<file path="config.mk">
export PLATFORM = sky130hd
export DESIGN_NAME = can_rx_mailbox_bank
export DESIGN_NICKNAME = d
export VERILOG_FILES = /design/src/rtl/can_mbx_pkg.sv /design/src/rtl/can_mbx_filter.sv /design/src/rtl/can_mbx_select.sv /design/src/rtl/can_mbx_slot.sv /design/src/rtl/can_rx_mailbox_bank.sv
export SDC_FILE = /design/constraint.sdc
export NUM_CORES = 2
export LEC_CHECK = 0
export BUFFER_PORTS_ARGS = -buffer_cell sky130_fd_sc_hd__buf_2
export CORE_MARGIN = 8
export CORE_UTILIZATION = 40
export CTS_CLUSTER_DIAMETER = 150
export DETAILED_ROUTE_END_ITERATION = 10
export PLACE_DENSITY = 0.54
export SKIP_LAST_GASP = 1
export SLEW_MARGIN = 10
export SYNTH_ARGS = -nofsm -noshare
export SYNTH_HDL_FRONTEND = slang
export SYNTH_HIERARCHICAL = 1
export SYNTH_SLANG_ARGS = --single-unit
</file>
<file path="constraint.sdc">
create_clock -name clk_i -period 4.35 [get_ports clk_i]
set_clock_uncertainty 0.2 [all_clocks]
set_input_delay 0 -clock clk_i [delete_from_list [all_inputs] [get_ports clk_i]]
set_output_delay 0 -clock clk_i [all_outputs]
set_load 0.05 [all_outputs]
</file>
<file path="src/rtl/can_mbx_pkg.sv">
package can_mbx_pkg;
  localparam int unsigned WORD_W    = 32;
  localparam int unsigned ID_W      = 29;
  localparam int unsigned STD_W     = 11;
  localparam int unsigned DLC_W     = 4;
  localparam int unsigned PAYLOAD_W = 64;
  localparam int unsigned HALF_W    = PAYLOAD_W / 2;

  // command word bits
  localparam int unsigned CMD_RELEASE = 0;
  localparam int unsigned CMD_EN      = 5;
  localparam int unsigned CMD_LINK    = 6;
  localparam int unsigned CMD_WP      = 7;

  // comparison word bits
  localparam int unsigned FW_RTR = 1;
  localparam int unsigned FW_IDE = 2;

  // control word bits
  localparam int unsigned CTRL_IDE = 20;
  localparam int unsigned CTRL_RTR = 21;

  typedef enum logic [2:0] {
    SEL_MASK = 3'd0,
    SEL_CODE = 3'd1,
    SEL_CMD  = 3'd2,
    SEL_CTRL = 3'd3,
    SEL_WORD = 3'd4,
    SEL_DLO  = 3'd5,
    SEL_DHI  = 3'd6,
    SEL_NONE = 3'd7
  } reg_sel_e;

  function automatic logic [WORD_W-1:0] frame_word(input logic ide, input logic rtr,
                                                   input logic [ID_W-1:0] id);
    logic [WORD_W-1:0] w;
    if (ide) w = {id, 1'b1, rtr, 1'b0};
    else     w = {id[STD_W-1:0], {(ID_W-STD_W){1'b0}}, 1'b0, rtr, 1'b0};
    return w;
  endfunction
endpackage

</file>
<file path="src/rtl/can_mbx_filter.sv">
module can_mbx_filter
  import can_mbx_pkg::*;
#(
  parameter int unsigned NUM_MBOX = 16
) (
  input  logic [WORD_W-1:0]                word_i,
  input  logic [NUM_MBOX-1:0][WORD_W-1:0]  mask_i,
  input  logic [NUM_MBOX-1:0][WORD_W-1:0]  code_i,
  input  logic [NUM_MBOX-1:0]              en_i,
  output logic [NUM_MBOX-1:0]              match_o
);
  for (genvar g = 0; g < NUM_MBOX; g++) begin : g_cmp
    assign match_o[g] = en_i[g] && (((word_i ^ code_i[g]) & ~mask_i[g]) == '0);
  end
endmodule

</file>
<file path="src/rtl/can_mbx_select.sv">
module can_mbx_select #(
  parameter int unsigned NUM_MBOX = 16
) (
  input  logic                valid_i,
  input  logic [NUM_MBOX-1:0] match_i,
  input  logic [NUM_MBOX-1:0] avail_i,
  input  logic [NUM_MBOX-1:0] link_i,
  output logic [NUM_MBOX-1:0] store_o
);
  // scan up from the lowest match; follow links past full slots
  always_comb begin
    logic seen;
    logic done;
    store_o = '0;
    seen    = 1'b0;
    done    = 1'b0;
    for (int i = 0; i < NUM_MBOX; i++) begin
      if (!done) begin
        if (match_i[i]) seen = 1'b1;
        if (seen && (!avail_i[i] || !link_i[i])) begin
          store_o[i] = valid_i;
          done       = 1'b1;
        end
      end
    end
  end
endmodule

</file>
<file path="src/rtl/can_mbx_slot.sv">
module can_mbx_slot
  import can_mbx_pkg::*;
#(
  parameter bit LINKABLE = 1'b1
) (
  input  logic                 clk_i,
  input  logic                 rst_ni,
  input  logic                 we_i,
  input  reg_sel_e             wsel_i,
  input  logic [WORD_W-1:0]    wdata_i,
  input  logic                 store_i,
  input  logic [WORD_W-1:0]    word_i,
  input  logic [DLC_W-1:0]     dlc_i,
  input  logic [PAYLOAD_W-1:0] data_i,
  input  reg_sel_e             rsel_i,
  output logic [WORD_W-1:0]    mask_o,
  output logic [WORD_W-1:0]    code_o,
  output logic                 en_o,
  output logic                 link_o,
  output logic                 avail_o,
  output logic [WORD_W-1:0]    rdata_o
);
  logic [WORD_W-1:0]    mask_q, code_q, word_q;
  logic                 en_q, wp_q, link_q, avail_q;
  logic [DLC_W-1:0]     dlc_q;
  logic [PAYLOAD_W-1:0] data_q;
  logic                 cmd_wr, release_req;

  assign cmd_wr      = we_i && (wsel_i == SEL_CMD);
  assign release_req = cmd_wr && wdata_i[CMD_RELEASE];

  always_ff @(posedge clk_i or negedge rst_ni) begin
    if (!rst_ni) begin
      mask_q <= '0;
      code_q <= '0;
      en_q   <= 1'b0;
      wp_q   <= 1'b1;
    end else if (we_i) begin
      if (wsel_i == SEL_MASK) mask_q <= wdata_i;
      if (wsel_i == SEL_CODE) code_q <= wdata_i;
      if (wsel_i == SEL_CMD) begin
        en_q <= wdata_i[CMD_EN];
        wp_q <= wdata_i[CMD_WP];
      end
    end
  end

  if (LINKABLE) begin : g_link
    always_ff @(posedge clk_i or negedge rst_ni) begin
      if (!rst_ni)                link_q <= 1'b0;
      else if (cmd_wr && !wp_q)   link_q <= wdata_i[CMD_LINK];
    end
  end else begin : g_nolink
    assign link_q = 1'b0;
  end

  always_ff @(posedge clk_i or negedge rst_ni) begin
    if (!rst_ni)          avail_q <= 1'b0;
    else if (store_i)     avail_q <= 1'b1;
    else if (release_req) avail_q <= 1'b0;
  end

  always_ff @(posedge clk_i or negedge rst_ni) begin
    if (!rst_ni) begin
      word_q <= '0;
      dlc_q  <= '0;
      data_q <= '0;
    end else if (store_i) begin
      word_q <= word_i;
      dlc_q  <= dlc_i;
      data_q <= data_i;
    end
  end

  always_comb begin
    rdata_o = '0;
    unique case (rsel_i)
      SEL_MASK: rdata_o = mask_q;
      SEL_CODE: rdata_o = code_q;
      SEL_CMD: begin
        rdata_o[CMD_EN]   = en_q;
        rdata_o[CMD_LINK] = link_q;
        rdata_o[CMD_WP]   = wp_q;
      end
      SEL_CTRL: begin
        rdata_o[DLC_W-1:0] = dlc_q;
        rdata_o[CTRL_IDE]  = word_q[FW_IDE];
        rdata_o[CTRL_RTR]  = word_q[FW_RTR];
      end
      SEL_WORD: rdata_o = word_q;
      SEL_DLO:  rdata_o = data_q[HALF_W-1:0];
      SEL_DHI:  rdata_o = data_q[PAYLOAD_W-1:HALF_W];
      default:  rdata_o = '0;
    endcase
  end

  assign mask_o  = mask_q;
  assign code_o  = code_q;
  assign en_o    = en_q;
  assign link_o  = link_q;
  assign avail_o = avail_q;

  AST_WP_GUARD: assert property (@(posedge clk_i) disable iff (!rst_ni)
    (cmd_wr && wp_q) |=> $stable(link_q));
  AST_STORE_AVAIL: assert property (@(posedge clk_i) disable iff (!rst_ni)
    store_i |=> avail_q);
  AST_RELEASE_CLEAR: assert property (@(posedge clk_i) disable iff (!rst_ni)
    (release_req && !store_i) |=> !avail_q);
  AST_RTR_FLAG: assert property (@(posedge clk_i) disable iff (!rst_ni)
    (store_i && word_i[FW_RTR]) |=> (rsel_i != SEL_CTRL) || rdata_o[CTRL_RTR]);
endmodule

</file>
<file path="src/rtl/can_rx_mailbox_bank.sv">
module can_rx_mailbox_bank
  import can_mbx_pkg::*;
#(
  parameter int unsigned NUM_MBOX = 16,
  parameter int unsigned NUM_TX   = 8,
  localparam int unsigned MBOX_W  = $clog2(NUM_MBOX),
  localparam int unsigned ADDR_W  = MBOX_W + 3
) (
  input  logic                 clk_i,
  input  logic                 rst_ni,
  input  logic                 rx_valid_i,
  input  logic                 rx_ide_i,
  input  logic                 rx_rtr_i,
  input  logic [ID_W-1:0]      rx_id_i,
  input  logic [DLC_W-1:0]     rx_dlc_i,
  input  logic [PAYLOAD_W-1:0] rx_data_i,
  input  logic [NUM_TX-1:0]    tx_pend_i,
  input  logic                 reg_we_i,
  input  logic [ADDR_W-1:0]    reg_addr_i,
  input  logic [WORD_W-1:0]    reg_wdata_i,
  output logic [WORD_W-1:0]    reg_rdata_o,
  output logic [WORD_W-1:0]    status_o
);
  logic [WORD_W-1:0]               word;
  logic [NUM_MBOX-1:0][WORD_W-1:0] mask, code, slot_rdata;
  logic [NUM_MBOX-1:0]             en, link, avail, match, store_vec;
  logic [MBOX_W-1:0]               sel_mbox;
  reg_sel_e                        sel_reg;

  assign word     = frame_word(rx_ide_i, rx_rtr_i, rx_id_i);
  assign sel_mbox = reg_addr_i[ADDR_W-1:3];
  assign sel_reg  = reg_sel_e'(reg_addr_i[2:0]);

  can_mbx_filter #(.NUM_MBOX(NUM_MBOX)) i_filter (
    .word_i (word),
    .mask_i (mask),
    .code_i (code),
    .en_i   (en),
    .match_o(match)
  );

  can_mbx_select #(.NUM_MBOX(NUM_MBOX)) i_select (
    .valid_i(rx_valid_i),
    .match_i(match),
    .avail_i(avail),
    .link_i (link),
    .store_o(store_vec)
  );

  for (genvar g = 0; g < NUM_MBOX; g++) begin : g_slot
    can_mbx_slot #(.LINKABLE(g != NUM_MBOX - 1)) i_slot (
      .clk_i  (clk_i),
      .rst_ni (rst_ni),
      .we_i   (reg_we_i && (32'(sel_mbox) == g)),
      .wsel_i (sel_reg),
      .wdata_i(reg_wdata_i),
      .store_i(store_vec[g]),
      .word_i (word),
      .dlc_i  (rx_dlc_i),
      .data_i (rx_data_i),
      .rsel_i (sel_reg),
      .mask_o (mask[g]),
      .code_o (code[g]),
      .en_o   (en[g]),
      .link_o (link[g]),
      .avail_o(avail[g]),
      .rdata_o(slot_rdata[g])
    );
  end

  assign reg_rdata_o = (32'(sel_mbox) < NUM_MBOX) ? slot_rdata[sel_mbox] : '0;
  assign status_o    = WORD_W'(avail) | (WORD_W'(tx_pend_i) << NUM_MBOX);

  AST_ONE_TARGET: assert property (@(posedge clk_i) disable iff (!rst_ni)
    $onehot0(store_vec));
  AST_NO_MATCH_NO_STORE: assert property (@(posedge clk_i) disable iff (!rst_ni)
    (match == '0) |-> (store_vec == '0));
  AST_MATCH_TAKEN: assert property (@(posedge clk_i) disable iff (!rst_ni)
    (rx_valid_i && match != '0) |-> (store_vec != '0));
  for (genvar g = 1; g < NUM_MBOX; g++) begin : g_chk
    AST_CHAIN_TARGET: assert property (@(posedge clk_i) disable iff (!rst_ni)
      store_vec[g] |-> (match[g] || link[g-1]));
  end
endmodule

</file>
==> flow_metrics.env <==
export IMPL_outcome="finished, violations left"
export IMPL_violations="negative setup slack"
export IMPL_p_per_area_nw_per_um2=389
export IMPL_synth_area_sq_um=139000
export IMPL_clk_path_buf_depth=4
export IMPL_critPathRequiredTime_ps=4970
export IMPL_drtPass1Iterations=6
export IMPL_worstHoldPathType="input port to register"
export IMPL_area_growth_pct=17.3
export IMPL_reg2reg_slack_ps=-40
export IMPL_p_leak_nw=75.8
export IMPL_min_period_ps=4440
export IMPL_worstHoldPathCells=3
export IMPL_synth_seq_cells=2687
export IMPL_vias_per_cell=6.31
export IMPL_drive_gt1_share_pct=41.2
export IMPL_dieArea_sq_um=366000
export IMPL_post_drt_wl_per_cell_um=39.9
export IMPL_critPathLaunchType="input port"
export IMPL_synth_edff_count=0
export IMPL_yosys_warnings=6
export IMPL_final_util_pct=47.1
export IMPL_fill_cells=30898
export IMPL_cts_buffers=314
export IMPL_numClockSinks=2687
export IMPL_grt_use_total_pct=34.9
export IMPL_synthArstFlopShare_pct=100
export IMPL_routed_wl_um=657000
export IMPL_worstHoldEndpoint="g_slot[0].i_slot/data_q[48]"
export IMPL_cts_tree="built"
export IMPL_netlist_instances=10691
export IMPL_vias=103792
export IMPL_synth_largest_area_cell="dfrtp_1"
export IMPL_io_buffers=189
export IMPL_design_core_area_sq_um=346000
export IMPL_grt_pass1_vias=102258
export IMPL_ir_drop_uv=349
export IMPL_max_cap_violations=0
export IMPL_clk_latency_ps=960
export IMPL_whs_ps=35.6
export IMPL_rr_startpoint="g_slot[10].i_slot/code_o[15]"
export IMPL_setup_viol=166
export IMPL_power_mw=63.3
export IMPL_initial_core_util_pct=40.1
export IMPL_hold_violations=0
export IMPL_overflow=0
export IMPL_synthTopCellsByArea="dfrtp_1, mux2_2, mux2i_1"
export IMPL_row_count=216
export IMPL_ant_nets=0
export IMPL_synth_distinct_cells=79
export IMPL_ctsRootBufferMaster="clkbuf_16"
export IMPL_worst_slew_pin_slew_ps=1350
export IMPL_cp_arrival_ps=5060
export IMPL_drt_iter0_drc=12994
export IMPL_timing_slew_headroom_pct=10.2
export IMPL_avgSynthCellArea_sq_um=13.0
export IMPL_ys_seq_area_share_pct=48.5
export IMPL_clk_pin_slew_ps=60
export IMPL_finalWorstSetupSlack_ps=-87.4
export IMPL_pre_cts_ws_ps=-1430
export IMPL_hold_path_startpoint="rx_data_i[48]"
export IMPL_synth_ff_type="dfrtp_1"
export IMPL_rsz0062_at_grt="true"
export IMPL_remaining_drc_errors=0
export IMPL_fmax_ghz=0.225
export IMPL_dpl_hpwl_um=466000
export IMPL_grt_max_degree=134
export IMPL_setup_worst_path_end_class="register"
export IMPL_die_h_um=605
export IMPL_reg2reg_to="g_slot[14].i_slot/word_q[10]"
export IMPL_die_x_um=605
export IMPL_netlist_area_leader_share_pct=48.2
export IMPL_critPathKind="input port to register"
export IMPL_final_nets=11654
export IMPL_htreeDepth=5
export IMPL_final_max_slew_viol_count=0
export IMPL_crit_fanout=21
export IMPL_fin_crit_sh_pct=102
export IMPL_grt_first_pass_wirelength_um=890000
export IMPL_r2r_cells=18
export IMPL_ioPinCount=214
export IMPL_gp_congestion=0.986
export IMPL_antenna_found_initial=107
critical path, stage by stage:
cell           delay (ps)
dlygate4sd3_1         520
buf_2                 250
mux2_2                270
buf_4                 320
buf_4                 190
buf_4                 230
xnor2_1               110
o22ai_1               200
buf_4                 210
nor2_1                 50
nand3_1               220
nor3_1                100
buf_4                 180
buf_4                 130
o41ai_1               510
nand2_1               170
a211oi_4              280
buf_12                180
buf_16                240
buf_12                220
mux2_2                350
layout make-up:
class	count	area, sq um	area share (%)
antenna	107	268	0.165
clock buffer	465	9300	5.72
inverter	15	57.6	0.0354
clock inverter	100	1080	0.665
timing repair buffer	1296	12300	7.54
multi-input combinational	7190	66700	41.0
tap	4578	5730	3.52
sequential	2687	67300	41.3
cells by family after synthesis:
kind of cell	share of synthesized area (%)
compound gates	7.40
xor+xnor	3.26
buf+inv	4.02
flops	48.5
mux	31.4
other cells	0.00542
simple gates	5.38
cell usage in the layout, fill, tap and decap left out, types with 252 or more instances in the layout:
master | synthesis | final
o21ai_0 | 253 | 252
clkbuf_16 | 0 | 328
nand2_1 | 330 | 329
nor2_1 | 311 | 301
mux2i_1 | 714 | 712
mux2_2 | 2869 | 2869
buf_4 | 92 | 736
dfrtp_1 | 2671 | 2669
a22oi_1 | 265 | 265
xnor2_1 | 508 | 497
Yosys cell counts, types with 48 or more instances:
cell type / n
mux2_2: 2869
dfrtp_1: 2671
mux2i_1: 714
xnor2_1: 508
nand2_1: 330
nor2_1: 311
buf_2: 310
a22oi_1: 265
nor2b_1: 256
o21ai_0: 253
o22ai_1: 242
buf_6: 221
clkbuf_1: 191
a2bb2oi_1: 174
nand2b_1: 163
mux4_2: 139
a21oi_1: 132
a221oi_1: 104
a21boi_0: 96
buf_4: 92
mux2_1: 78
nand3_1: 67
a31oi_1: 48
repair_timing:
item | CTS | global route
gates resized for setup | 31 | 26
endpoints found under the setup margin | 770 | 297
hold buffers | 174 | 1
hold endpoints to repair | 4966 | 1
gates cloned | 2 | 4
setup buffers | 11 | 2
pin swaps | 6 | 9
state kept, by name (all words and copies together), names as in the netlist:
name	flops
g_slot.i_slot/data_q	1024
g_slot.i_slot/code_o	512
g_slot.i_slot/mask_o	512
g_slot.i_slot/word_q	512
g_slot.i_slot/dlc_q	64
g_slot.i_slot/avail_o	16
g_slot.i_slot/en_o	16
g_slot.i_slot/wp_q	16
g_slot.i_slot/link_o	15
metrics by stage:
stage          area (sq um)  cells  setup TNS [ps]
3_3_place_gp         150000  15572        -1058230
5_1_grt              163000  16399           -1060
3_5_place_dp         150000  15572         -987470
6_report             163000  16438           -5220
4_1_cts              162000  16324           -70.2
2_1_floorplan        139000  10715               0
metal layers:
layer | GRT usage [%] | vias up | share of wire (%)
li1 | - | 40808 | -
met2 | 50.0 | 5896 | 42
met3 | 8.84 | 1452 | 9.9
met1 | 47.4 | 55588 | 41
met4 | 20.8 | 48 | 7.4
met5 | 0 | - | 0.052
report_power, final:
part	switching (mW)	total, mW	internal (mW)
sequential	0.990	26.8	25.8
clock	11.4	27.1	15.8
combinational	6.05	9.32	3.27
total	18.4	63.3	44.9
worst max-delay path by stage:
| stage | end | cells past startpoint | startpoint |
|---|---|---|---|
| finish | g_slot[14].i_slot/word_q[10] | 21 | rx_id_i[2] |
| global route | g_slot[14].i_slot/word_q[11] | 19 | g_slot[2].i_slot/code_o[27] |
| CTS | g_slot[14].i_slot/word_q[31] | 18 | g_slot[4].i_slot/code_o[6] |
| detailed placement | g_slot[8].i_slot/word_q[29] | 19 | rx_ide_i |
| global placement | g_slot[8].i_slot/word_q[24] | 19 | rx_ide_i |
| floorplan | g_slot[14].i_slot/data_q[10] | 18 | rx_ide_i |
No activity file was read; power rests on OpenSTA's default activity.
